`config.mk`:
```
export PLATFORM = sky130hd
export DESIGN_NAME = wr_port_ctrl
export DESIGN_NICKNAME = d
export VERILOG_FILES = /design/src/rtl/wrctl_pkg.sv /design/src/rtl/wrctl_seq.sv /design/src/rtl/wrctl_guard.sv /design/src/rtl/wrctl_pipe.sv /design/src/rtl/wr_port_ctrl.sv
export SDC_FILE = /design/constraint.sdc
export NUM_CORES = 1
export LEC_CHECK = 0
export BUFFER_PORTS_ARGS = -buffer_cell sky130_fd_sc_hd__buf_2
export CAP_MARGIN = 0
export CORE_ASPECT_RATIO = 0.75
export CORE_MARGIN = 2
export CORE_UTILIZATION = 40
export DETAILED_ROUTE_END_ITERATION = 10
export SYNTH_ARGS = -nofsm -noshare
export SYNTH_HDL_FRONTEND = slang
export SYNTH_SLANG_ARGS = --single-unit
```
`constraint.sdc`:
```
create_clock -name clk -period 3.7 [get_ports clk]
set_input_delay 0.74 -clock clk [delete_from_list [all_inputs] [get_ports clk]]
set_output_delay 0.74 -clock clk [all_outputs]
set_load 0.005 [all_outputs]
```
`src/rtl/wrctl_pkg.sv`:
```
package wrctl_pkg;
    typedef enum logic [1:0] {
        WS_IDLE   = 2'd0,
        WS_LOAD   = 2'd1,
        WS_SETTLE = 2'd2,
        WS_RUN    = 2'd3
    } wst_e;
endpackage

```
`src/rtl/wrctl_seq.sv`:
```
module wrctl_seq
    import wrctl_pkg::*;
#(
    parameter int ADDR_W   = 21,
    parameter int DEPTH    = 1114112,
    parameter int PTR_W    = 21,
    parameter int POST_DLY = 160
) (
    input  logic             clk,
    input  logic             rst_n,
    input  logic             strobe,
    input  logic             addr_bit,
    input  logic             we,
    input  logic             ie,
    output wst_e             state_o,
    output logic             cmd_valid,
    output logic [PTR_W-1:0] cmd_addr
);
    localparam int CNT_MAX = (ADDR_W > POST_DLY) ? ADDR_W : POST_DLY;
    localparam int CNT_W   = $clog2(CNT_MAX + 1);
    localparam logic [PTR_W-1:0] LAST = PTR_W'(DEPTH - 1);

    wst_e              state_q, state_d;
    logic [CNT_W-1:0]  cnt_q;
    logic [ADDR_W-1:0] shreg_q;
    logic [ADDR_W-1:0] full;
    logic [31:0]       full_mod;
    logic [PTR_W-1:0]  wptr_q;
    logic              load_done, advance;

    // next-state logic
    always_comb begin
        state_d = state_q;
        unique case (state_q)
            WS_IDLE:   if (strobe) state_d = WS_LOAD;
            WS_LOAD:   if (strobe) state_d = WS_LOAD;
                       else if (cnt_q == CNT_W'(ADDR_W - 1)) state_d = WS_SETTLE;
            WS_SETTLE: if (strobe) state_d = WS_LOAD;
                       else if (cnt_q == CNT_W'(POST_DLY - 1)) state_d = WS_RUN;
            WS_RUN:    if (strobe) state_d = WS_LOAD;
            default:   state_d = WS_IDLE;
        endcase
    end

    // state register
    always_ff @(posedge clk or negedge rst_n) begin
        if (!rst_n) state_q <= WS_IDLE;
        else        state_q <= state_d;
    end

    assign full      = {addr_bit, shreg_q[ADDR_W-1:1]};
    assign full_mod  = 32'(full) % 32'(DEPTH);
    assign load_done = (state_q == WS_LOAD) && !strobe && (cnt_q == CNT_W'(ADDR_W - 1));
    assign advance   = (state_q == WS_RUN) && we && !strobe;

    // phase counter, address shifter and pointer
    always_ff @(posedge clk or negedge rst_n) begin
        if (!rst_n) begin
            cnt_q   <= '0;
            shreg_q <= '0;
            wptr_q  <= '0;
        end else begin
            if (strobe || load_done || !(state_q inside {WS_LOAD, WS_SETTLE}))
                cnt_q <= '0;
            else
                cnt_q <= cnt_q + CNT_W'(1);
            if (state_q == WS_LOAD && !strobe)
                shreg_q <= full;
            if (load_done)
                wptr_q <= full_mod[PTR_W-1:0];
            else if (advance)
                wptr_q <= (wptr_q == LAST) ? '0 : wptr_q + PTR_W'(1);
        end
    end

    // outputs
    always_comb begin
        state_o   = state_q;
        cmd_valid = advance && ie;
        cmd_addr  = wptr_q;
    end

    p_hold_r5: assert property (@(posedge clk) disable iff (!rst_n)
        (state_q == WS_RUN && !we && !strobe) |=> $stable(wptr_q));
    p_step_r3: assert property (@(posedge clk) disable iff (!rst_n)
        (state_q == WS_RUN && we && !strobe && wptr_q != LAST)
        |=> (wptr_q == $past(wptr_q) + PTR_W'(1)));
    p_wrap_r7: assert property (@(posedge clk) disable iff (!rst_n)
        (state_q == WS_RUN && we && !strobe && wptr_q == LAST) |=> (wptr_q == '0));
    p_ptr_range_r2: assert property (@(posedge clk) disable iff (!rst_n)
        ({1'b0, wptr_q} < (PTR_W + 1)'(DEPTH)));
endmodule

```
`src/rtl/wrctl_guard.sv`:
```
module wrctl_guard
    import wrctl_pkg::*;
#(
    parameter int PRE_LOW = 4,
    parameter int MIN_ACT = 231
) (
    input  logic clk,
    input  logic rst_n,
    input  logic strobe,
    input  logic we,
    input  logic ie,
    input  wst_e state,
    output logic viol
);
    localparam int LO_W  = $clog2(PRE_LOW + 1);
    localparam int ACT_W = $clog2(MIN_ACT + 1);

    logic [LO_W-1:0]  lo_q;
    logic [ACT_W-1:0] act_q;
    logic             pend_q, chk_q, viol_q, bad, run;

    assign run = (state == WS_RUN);

    always_comb begin
        bad = (strobe && (we || lo_q < LO_W'(PRE_LOW)))
           || (strobe && run && act_q < ACT_W'(MIN_ACT))
           || (!strobe && (state == WS_LOAD || state == WS_SETTLE) && we)
           || (chk_q && !we);
    end

    always_ff @(posedge clk or negedge rst_n) begin
        if (!rst_n) begin
            lo_q   <= '0;
            act_q  <= '0;
            pend_q <= 1'b0;
            chk_q  <= 1'b0;
            viol_q <= 1'b0;
        end else begin
            if (we)                          lo_q <= '0;
            else if (lo_q < LO_W'(PRE_LOW))  lo_q <= lo_q + LO_W'(1);
            if (strobe)                      act_q <= '0;
            else if (run && we && ie && act_q < ACT_W'(MIN_ACT))
                                             act_q <= act_q + ACT_W'(1);
            if (strobe)                      pend_q <= 1'b1;
            else if (run && we)              pend_q <= 1'b0;
            chk_q  <= !strobe && run && pend_q && we;
            viol_q <= viol_q | bad;
        end
    end

    assign viol = viol_q;

    p_sticky_r12: assert property (@(posedge clk) disable iff (!rst_n)
        viol_q |=> viol_q);
endmodule

```
`src/rtl/wrctl_pipe.sv`:
```
module wrctl_pipe #(
    parameter int LAT    = 4,
    parameter int PTR_W  = 21,
    parameter int DATA_W = 24,
    parameter int DEPTH  = 1114112
) (
    input  logic              clk,
    input  logic              rst_n,
    input  logic              in_v,
    input  logic [PTR_W-1:0]  in_a,
    input  logic [DATA_W-1:0] in_d,
    output logic              out_v,
    output logic [PTR_W-1:0]  out_a,
    output logic [DATA_W-1:0] out_d
);
    for (genvar i = 0; i < LAT; i++) begin : g_stage
        logic              v;
        logic [PTR_W-1:0]  a;
        logic [DATA_W-1:0] d;
        if (i == 0) begin : g_head
            always_ff @(posedge clk or negedge rst_n) begin
                if (!rst_n) begin
                    v <= 1'b0; a <= '0; d <= '0;
                end else begin
                    v <= in_v; a <= in_a; d <= in_d;
                end
            end
        end else begin : g_body
            always_ff @(posedge clk or negedge rst_n) begin
                if (!rst_n) begin
                    v <= 1'b0; a <= '0; d <= '0;
                end else begin
                    v <= g_stage[i-1].v; a <= g_stage[i-1].a; d <= g_stage[i-1].d;
                end
            end
        end
    end

    assign out_v = g_stage[LAT-1].v;
    assign out_a = g_stage[LAT-1].a;
    assign out_d = g_stage[LAT-1].d;

    p_addr_range_r6: assert property (@(posedge clk) disable iff (!rst_n)
        out_v |-> ({1'b0, out_a} < (PTR_W + 1)'(DEPTH)));
endmodule

```
`src/rtl/wr_port_ctrl.sv`:
```
module wr_port_ctrl
    import wrctl_pkg::*;
#(
    parameter int DATA_W   = 24,
    parameter int ADDR_W   = 21,
    parameter int DEPTH    = 1114112,
    parameter int LAT      = 4,
    parameter int POST_DLY = 160,
    parameter int PRE_LOW  = 4,
    parameter int MIN_ACT  = 231,
    localparam int PTR_W   = $clog2(DEPTH)
) (
    input  logic              clk,
    input  logic              rst_n,
    input  logic              wr_rst_stb,
    input  logic              addr_sdi,
    input  logic              we,
    input  logic              ie,
    input  logic [DATA_W-1:0] din,
    output logic [PTR_W-1:0]  ram_addr,
    output logic [DATA_W-1:0] ram_din,
    output logic              ram_wen,
    output logic              proto_err
);
    wst_e             state;
    logic             cmd_valid;
    logic [PTR_W-1:0] cmd_addr;

    wrctl_seq #(
        .ADDR_W(ADDR_W), .DEPTH(DEPTH), .PTR_W(PTR_W), .POST_DLY(POST_DLY)
    ) u_seq (
        .clk(clk), .rst_n(rst_n), .strobe(wr_rst_stb), .addr_bit(addr_sdi),
        .we(we), .ie(ie), .state_o(state), .cmd_valid(cmd_valid), .cmd_addr(cmd_addr)
    );

    wrctl_guard #(.PRE_LOW(PRE_LOW), .MIN_ACT(MIN_ACT)) u_guard (
        .clk(clk), .rst_n(rst_n), .strobe(wr_rst_stb), .we(we), .ie(ie),
        .state(state), .viol(proto_err)
    );

    wrctl_pipe #(.LAT(LAT), .PTR_W(PTR_W), .DATA_W(DATA_W), .DEPTH(DEPTH)) u_pipe (
        .clk(clk), .rst_n(rst_n), .in_v(cmd_valid), .in_a(cmd_addr), .in_d(din),
        .out_v(ram_wen), .out_a(ram_addr), .out_d(ram_din)
    );
endmodule

```
==> impl_metrics.yaml, run 1 <==
synth:
  syn-cell-area_um2: 7930
  synth_top_area_cell: "dfrtp_1"
  synthTopCellsByArea: "dfrtp_1, mux2_2, nor2_1"
  synth_nets: 549
  synth_cells: 510
  synth.distinct_cells: 49
  yosys_warnings: 0
  synth_top_area_share_pct: 78.6
  ys_seq_area_share_pct: 78.6
  synth_edf_count: 0
  async_flop_share_pct: 100
  synthFlopType: "dfrtp_1"
  ys_ff_latch: 249
  avgSynthCellArea_um2: 15.5
run:
  maxCapViolCount: 0
route:
  first_pass_iters: 4
  vias: 4211
  drt_iter0_markers: 372
  route.detailed.drc: 0
  totalWireLength_mm: 12.7
  detail_route.wl_per_cell_um: 14.5
  final_antenna_net_count: 0
  vias_per_cell: 4.79
clocking:
  clockRootBuffer: "clkbuf_16"
  cts_made_buffers: 24
  cts_sinks: 249
  htreeDepth: 1
  cts_resized: 0
  clkLatencyLatePin_ns: 0.52
  cts_tree: "done"
  post_cts_buffers: 0
  clock_path_buffers: 3
  clk_pin_slew_ns: 0.06
  hold_buffers: 0
sta:
  maxSlewViolCount: 0
  hold_viol: 0
  rsz0062_at_grt: "false"
  period_needed_ns: 2.33
  finalCritPeriodShare_pct: 63.0
  fin_worst_skew_ns: 0.0154
  setup_viol: 0
  fin_setup_tns_ns: 0
  fmax_ghz: 0.429
  tightest_slew_ns: 0.743
  slew_headroom_pct: 50.5
cells_and_area:
  layout_commonest_cell: "dfrtp_1"
  mostFrequentLayoutCells: "dfrtp_1, buf_2, nor2_1"
  drive_gt1_share_pct: 24.6
  diodes: 0
  area_growth_pct: 20.2
  nets: 648
global_routing:
  grt_pass1_wl_mm: 21.4
  gr-total-overflow: 0
  grt_max_degree: 103
  grt_pass1_vias: 4236
  track_usage_pct: 12.4
  antenna_found_initial: 0
setup_path:
  arrival_ns: 2.78
  critPathKind: "register to register"
  cp-end-kind: "register"
  startpoint_type: "register"
  crit_fanout: 21
  required_ns: 4.15
power:
  powerDensity_nw_per_um2: 653
  ir_drop_mv: 0.383
  p_leak_nw: 4.59
  finalPower_mw: 6.22
placement:
  io_buffers: 76
  place_hpwl_mm: 8.15
  gp_congestion: 0.794
floorplan:
  num_rows: 44
  ios: 77
  core-area_um2: 19400
  die_area_um2: 21000
  dieWidth_um: 167
  die_h_um: 126
  start_util_pct: 40.9
hold_path:
  min-delay-path-class: "input pin to async pin"
run_status:
  status: "completed"
-- synthesized netlist by cell type (all sizes together), types with 2 or more instances --
cell / number
inv: 6
nand3b: 5
a41oi: 4
mux2i: 4
and4: 3
a21oi: 20
clkbuf: 12
xnor2: 6
a31oi: 7
a211o: 2
ha: 9
or4b: 2
nand4: 14
xor2: 16
nor3: 5
and3: 4
nor3b: 2
a211oi: 2
nor2: 54
o21ai: 8
nand2b: 3
nand3: 11
nand2: 24
o21bai: 2
nor2b: 2
mux2: 20
dfrtp: 249
-- layout make-up --
cell class | count | area (um^2)
clock buffers | 30 | 643
well taps | 253 | 317
clock inverters | 13 | 214
repair buffers | 85 | 470
fillers | 1660 | 9850
multi-input cells | 243 | 1630
flip-flops and latches | 249 | 6230
inverters | 6 | 22.5
-- registers in the layout (all words and copies together), names as in the netlist --
signal and cells:
u_guard.chk_q 1, u_pipe.out_v 1, u_guard.act_q 8, u_guard.viol 1
u_guard.lo_q 3, u_seq.cmd_addr 21, u_guard.pend_q 1, u_pipe.out_d 24
u_pipe.out_a 21, u_pipe.g_stage.a 63, u_seq.shreg_q 20, u_pipe.g_stage.v 3
u_seq.cnt_q 8, u_seq.state_o 2, u_pipe.g_stage.d 72
-- metrics by stage --
step / hold slack, ns / instance area [um^2] / std cells / setup slack, ns / utilization (%)
4_1_cts: 0.255 / 9530 / 879 / 1.35 / 49.2
5_1_grt: 0.289 / 9530 / 879 / 1.20 / 49.2
2_1_floorplan: 0.331 / 7930 / 510 / 1.60 / -
3_5_place_dp: 0.335 / 8670 / 836 / 0.976 / 44.7
6_report: 0.229 / 9530 / 879 / 1.37 / 49.2
3_3_place_gp: 0.331 / 8670 / 836 / 0.992 / 44.7
-- path summary, 6_finish.rpt --
check | start | to | slack (ns) | cells after the start
min reg2reg | u_pipe.g_stage[2].a[16] | u_pipe.out_a[16] | 0.33 | 0
max reg2reg | u_seq.state_o[1] | u_seq.cmd_addr[20] | 1.37 | 8
max | u_seq.state_o[1] | u_seq.cmd_addr[20] | 1.37 | 8
min in group clk | din[4] | u_pipe.g_stage[0].d[4] | 0.32 | 1
max in group asynchronous | rst_n | u_seq.cnt_q[6] | 2.45 | 2
min | rst_n | u_pipe.out_d[16] | 0.23 | 1
-- cell families after synthesis --
| family | count (synthesis) | share of synthesized area, % |
|---|---|---|
| DFF | 249 | 78.6 |
| buffers and inverters | 18 | 0.852 |
| adders and majority gates | 9 | 1.42 |
| muxes | 24 | 3.35 |
| xor gates and xnor gates | 22 | 2.43 |
| and+or+nand+nor | 137 | 9.22 |
| AOI/OAI and AO/OA | 51 | 4.14 |
-- routing by layer --
| metal | vias to the layer above | global-route usage, % | part of all wire (%) |
|---|---|---|---|
| li1 | 1925 | - | - |
| met1 | 2117 | 18.1 | 46 |
| met2 | 141 | 18.4 | 44 |
| met3 | 28 | 3.24 | 7.4 |
| met4 | 0 | 3.90 | 2.7 |
| met5 | - | 0 | 0 |
-- report_power, final --
part           switching, mW  leakage [nW]  total, mW  internal [mW]
Combinational          0.225          1.02      0.463          0.238
Clock                   1.00         0.413       2.60           1.59
Sequential             0.182          3.16       3.17           2.98
-- critical path: stages, from the launching register on --
cell	delay (ns)
dfrtp_1	0.41
inv_1	0.10
ha_1	0.17
nand2b_1	0.06
buf_4	0.21
nand3b_1	0.45
buf_4	0.31
or4_1	0.47
nand3_1	0.08
(Power assumes the default switching activity.)
==> run 2, diff against run 1 <==
Settings changed: ABC_AREA from default to 1.
Clock period 3.7 ns to 1.9 ns, I/O delays scaled along.
==> impl_metrics.yaml, run 2 <==
setup_path:
  startpoint_type: "register"
  cp-startpoint: "u_seq.cnt_q[0]"
  cp-endpoint: "u_seq.cmd_addr[4]"
  cp-end-kind: "register"
  required_ns: 2.27
  path_depth: 9
  reg2reg_to: "u_seq.cmd_addr[4]"
  slowest_stage: "dfrtp_1"
  arrival_ns: 2.14
  worstReg2RegStart: "u_seq.cnt_q[0]"
  cp_num_buf_inv: 2
  rr_worst_depth: 9
  path_cells: "inv_1, ha_1, nand2_1, nor3_4, nand3_4, nand2_4, inv_2, nand2_1, o211ai_1"
  slowest_delay_ns: 0.41
  r2r_slack_ns: 0.13
  cp_common_cell: "nand2_1"
  critPathKind: "register to register"
  cp_top_family: "simple AND/OR/NAND/NOR gates"
  crit_fanout: 17
sta:
  period_needed_ns: 1.77
  slew_headroom_pct: 72.2
  fin_setup_tns_ns: 0
  hold_viol: 0
  rsz0062_at_grt: "true"
  fin_worst_skew_ns: 0.0120
  setup_viol: 0
  finalCritPeriodShare_pct: 93.3
  tightest_slew_ns: 0.417
  timing.final.ws_setup_ns: 0.127
  maxSlewViolCount: 0
  fmax_ghz: 0.564
cells_and_area:
  top_register: "u_pipe.g_stage.d"
  layout_commonest_cell: "dfrtp_1"
  diodes: 0
  mostFrequentLayoutCells: "dfrtp_1, nand2_1, buf_2"
  drive_gt1_share_pct: 19.9
  largest_register_ffs: 72
  nets: 840
  area_growth_pct: 23.1
  final_util_pct: 50.2
route:
  detail_route.wl_per_cell_um: 12.9
  met3_length_um: 858
  highest_layer: "met4"
  totalWireLength_mm: 13.9
  vias: 4819
  drt_iter0_markers: 400
  drt-met1-wl_mm: 6.74
  first_pass_iters: 5
  route.detailed.drc: 0
  wl_met2_mm: 5.95
  final_antenna_net_count: 0
  vias_per_cell: 4.47
synth:
  yosys_warnings: 0
  synth.distinct_cells: 38
  synth_cells: 664
  ys_ff_latch: 249
  synthTopCellsByArea: "dfrtp_1, nand2_1, nor2_1"
  synth_top_area_share_pct: 75.3
  synth_edf_count: 0
  synth_nets: 703
  yosysMostFrequentCell: "dfrtp_1"
  synthFlopType: "dfrtp_1"
  async_flop_share_pct: 100
  ys_seq_area_share_pct: 75.3
  synth_top_area_cell: "dfrtp_1"
  syn-cell-area_um2: 8270
  synth_common_cells: "dfrtp_1, nand2_1, nor2_1"
  avgSynthCellArea_um2: 12.5
clocking:
  clkLatencyLatePin_ns: 0.51
  cts_tree: "done"
  clockRootBuffer: "clkbuf_16"
  clock_path_buffers: 3
  cts_made_buffers: 24
  htreeDepth: 1
  clk_pin_slew_ns: 0.06
  cts_sinks: 249
placement:
  dp_slack_ns: 0.127
  gp_congestion: 0.864
  io_buffers: 76
  place_hpwl_mm: 9.36
floorplan:
  die_h_um: 129
  num_rows: 45
  ios: 77
  dieWidth_um: 170
  core-area_um2: 20300
  start_util_pct: 40.8
  die_area_um2: 21900
global_routing:
  antenna_found_initial: 0
  gr-total-overflow: 0
  grt_pass1_vias: 4799
  grt_max_degree: 55
  track_usage_pct: 13.5
  grt_pass1_wl_mm: 23.7
run:
  maxCapViolCount: 0
run_status:
  status: "completed"
power:
  powerDensity_nw_per_um2: 1300
  ir_drop_mv: 0.676
  p_leak_nw: 4.93
  finalPower_mw: 13.2
hold_path:
  min-delay-path-class: "input pin to register"
run 2: how the worst min path moves through the flow:
stage                     cells past startpoint               end  start
after floorplan                               0  u_guard.act_q[0]  rst_n
after global placement                        1   u_pipe.out_d[2]  rst_n
after detailed placement                      1   u_pipe.out_d[2]  rst_n
after CTS                                     2   u_guard.lo_q[2]     we
after global routing                          2   u_guard.lo_q[2]     we
final                                         2   u_guard.lo_q[2]     we
run 2: timing repair:
| item | in CTS | in global routing |
|---|---|---|
| gates resized for setup | 0 | 4 |
| hold buffers | 25 | 0 |
| buffers inserted | 0 | 0 |
| endpoints found under the hold margin | 71 | 0 |
| endpoints found under the setup margin | 0 | 11 |
run 2: final cells by class:
cell class / count / area, um^2
multi-input cells: 338 / 1740
inverters: 67 / 251
clock inverters: 12 / 135
flip-flops and latches: 249 / 6230
fillers: 1733 / 10100
repair buffers: 121 / 845
well taps: 258 / 323
clock buffers: 32 / 661
run 2: cell families after synthesis:
group,Yosys count,synth area share (%)
adders and majority gates,9,1.36
DFF,249,75.3
and+or+nand+nor,255,13.9
buffers and inverters,77,3.87
AOI/OAI and AO/OA,63,4.40
xor gates and xnor gates,11,1.16
run 2: worst register-to-register path: stages, from the launching register on:
cell and delay (ns):
dfrtp_1 0.41, inv_1 0.09, ha_1 0.15, nand2_1 0.08, nor3_4 0.17, nand3_4 0.14, nand2_4 0.21, inv_2 0.17
nand2_1 0.11, o211ai_1 0.11
run 2: routing by layer:
| layer | GRT usage [%] | vias to the layer above |
|---|---|---|
| met3 | 2.86 | 25 |
| met4 | 4.02 | 0 |
| li1 | - | 2387 |
| met1 | 19.9 | 2289 |
| met5 | 0 | - |
| met2 | 20.3 | 118 |
run 2: stage by stage:
stage               hold slack [ns]  cell area [um^2]  instances
floorplan                    0.0844              8270        664
global placement              0.325              9120       1008
detailed placement            0.329              9120       1008
CTS                          0.0333             10200       1077
global route                 0.0446             10200       1077
finish                       0.0541             10200       1077
run 2: power by group:
part / total (mW) / internal, mW / leakage, nW / switching, mW
logic: 1.71 / 0.683 / 1.45 / 1.02
registers: 6.83 / 6.32 / 3.10 / 0.514
clock network: 4.66 / 2.74 / 0.379 / 1.92
total: 13.2 / 9.74 / 4.93 / 3.46
==> run 3, diff against run 2 <==
Settings changed: PLACE_DENSITY from default to 0.7, SETUP_SLACK_MARGIN from default to 0.02.
Clock period 1.9 ns to 1.6 ns, I/O delays scaled along.
==> impl_metrics.yaml, run 3 (synthesized netlist as in run 2, its figures left out) <==
run_status:
  status: "complete, but fails checks"
  failed_checks: "negative setup slack"
global_routing:
  antenna_found_initial: 0
  track_usage_pct: 14.1
  grt_max_degree: 48
  gr-total-overflow: 0
  grt_pass1_wl_mm: 24.7
  grt_pass1_vias: 4993
floorplan:
  die_h_um: 129
  start_util_pct: 40.8
  die_area_um2: 21900
  core-area_um2: 20300
  ios: 77
  num_rows: 45
  dieWidth_um: 170
cells_and_area:
  nets: 872
  mostFrequentLayoutCells: "dfrtp_1, nand2_1, buf_2"
  area_growth_pct: 29.1
  largest_register_ffs: 72
  drive_gt1_share_pct: 25.9
  instances_no_fill: 1109
  final_util_pct: 52.7
  diodes: 0
  layout_commonest_cell: "dfrtp_1"
  fillers: 1637
  design_area_um2: 10700
  top_register: "u_pipe.g_stage.d"
power:
  p_leak_nw: 5.17
  p_clk_share_pct: 36.3
  ir_drop_mv: 0.835
  combPwrFrac_pct: 15.3
  p_int_mw: 12.3
  p_sw_mw: 4.34
  swShare_pct: 26.1
  powerDensity_nw_per_um2: 1560
  seqPwrFrac_pct: 48.4
setup_path:
  required_ns: 2.00
  cp_num_buf_inv: 3
  cp-startpoint: "u_seq.cnt_q[0]"
  cp_top_family: "simple AND/OR/NAND/NOR gates"
  path_cells: "inv_2, ha_4, nand2_4, nor3_4, nand3_4, nand2_4, buf_12, o21ai_0, inv_1, a21oi_1"
  cp_common_cell: "nand2_4"
  cp-end-kind: "register"
  slowest_delay_ns: 0.40
  critPathKind: "register to register"
  crit_fanout: 7
  startpoint_type: "register"
  worstReg2RegStart: "u_seq.cnt_q[0]"
  arrival_ns: 2.03
  slowest_stage: "dfrtp_1"
placement:
  place_inst: 1029
  dp_slack_ns: -0.110
  io_buffers: 76
  place_hpwl_mm: 9.75
  placed_area_um2: 9320
  gp_congestion: 0.903
run:
  maxCapViolCount: 0
route:
  drt_iter0_markers: 428
  vias: 5077
  vias_per_cell: 4.58
  route.detailed.drc: 0
  totalWireLength_mm: 15.2
  final_antenna_net_count: 0
  first_pass_iters: 7
  detail_route.wl_per_cell_um: 13.7
sta:
  fin_worst_skew_ns: 0.00741
  rsz0062_at_grt: "true"
  fmax_ghz: 0.614
  fin_setup_tns_ns: -0.169
  period_needed_ns: 1.63
  timing.final.ws_setup_ns: -0.0289
  finalCritPeriodShare_pct: 102
  slew_headroom_pct: 75.2
  tightest_slew_ns: 0.371
  setup_viol: 13
  hold_viol: 0
  maxSlewViolCount: 0
clocking:
  clkLatencyLatePin_ns: 0.51
  htreeDepth: 1
  clk_pin_slew_ns: 0.06
  cts_made_buffers: 24
  cts_tree: "done"
  clock_path_buffers: 3
  cts_sinks: 249
  clockRootBuffer: "clkbuf_16"
hold_path:
  min-delay-path-class: "input pin to register"
  hold_start: "ie"
## run 3: cell count changes in the layout (fill, tap and decap cells not counted), moves of 4 or more
cell / previous run / this run
buf_4: 15 / 40
nand2_1: 128 / 121
o21ai_0: 36 / 31
nand3_1: 27 / 23
nand2_2: 1 / 5
ha_1: 8 / 4
## run 3: per-stage QoR
step / total power [mW] / hold slack (ns)
after detailed placement: 10.4 / 0.254
after floorplan: 9.27 / 0.0244
after global routing: 17.6 / 0.0741
final: 16.7 / 0.0573
after CTS: 16.6 / 0.0536
after global placement: 10.3 / 0.255
## run 3: power groups by stage
stage	Clock [mW]	Combinational, mW	Sequential, mW
2_1_floorplan	0	1.17	8.10
3_3_place_gp	0	2.20	8.13
3_5_place_dp	0	2.24	8.17
4_1_cts	6.17	2.38	8.06
5_1_grt	6.49	2.88	8.22
6_report	6.04	2.55	8.07
## run 3: final cells by class
cell class,count,area (um^2),area share [%]
flip-flops and latches,249,6230,58.3
repair buffers,153,1140,10.7
clock inverters,13,213,1.99
clock buffers,31,657,6.15
well taps,258,323,3.02
multi-input cells,338,1860,17.4
inverters,67,256,2.40
## run 3: path summary, 6_finish.rpt
kind                       cells after the start                       to  slack (ns)
min in group asynchronous                      2  u_pipe.g_stage[2].d[21]        0.30
setup reg to reg                              10        u_seq.cmd_addr[9]       -0.03
setup / recovery                              10        u_seq.cmd_addr[9]       -0.03
max in group asynchronous                      3  u_pipe.g_stage[0].d[15]        0.67
hold / removal                                 3      u_pipe.g_stage[0].v        0.06
hold reg to reg                                0  u_pipe.g_stage[2].d[15]        0.34
## run 3: worst register-to-register path: cells and delay by family (launching register included)
family | cells | cell delay [ns]
AOI/OAI and AO/OA | 2 | 0.15
DFF | 1 | 0.40
buffers and inverters | 3 | 0.31
adders and majority gates | 1 | 0.14
and+or+nand+nor | 4 | 0.52
## run 3: layer usage
layer | vias up | track usage (%) | routed length [um] | part of all wire [%]
met1 | 2426 | 20.3 | 7220 | 48
li1 | 2445 | - | - | -
met2 | 166 | 21.5 | 6650 | 44
met4 | 0 | 4.68 | 389 | 2.6
met5 | - | 0 | 0 | 0
met3 | 40 | 2.89 | 913 | 6.0
## run 3: what timing repair did
item                                    4_1_cts  5_1_grt
hold endpoints to repair                     66        0
pin swaps                                     4       14
hold buffers                                 26        0
setup buffers                                 2        8
gates resized for setup                      15       33
gates cloned                                  1        0
endpoints found under the setup margin       18       37
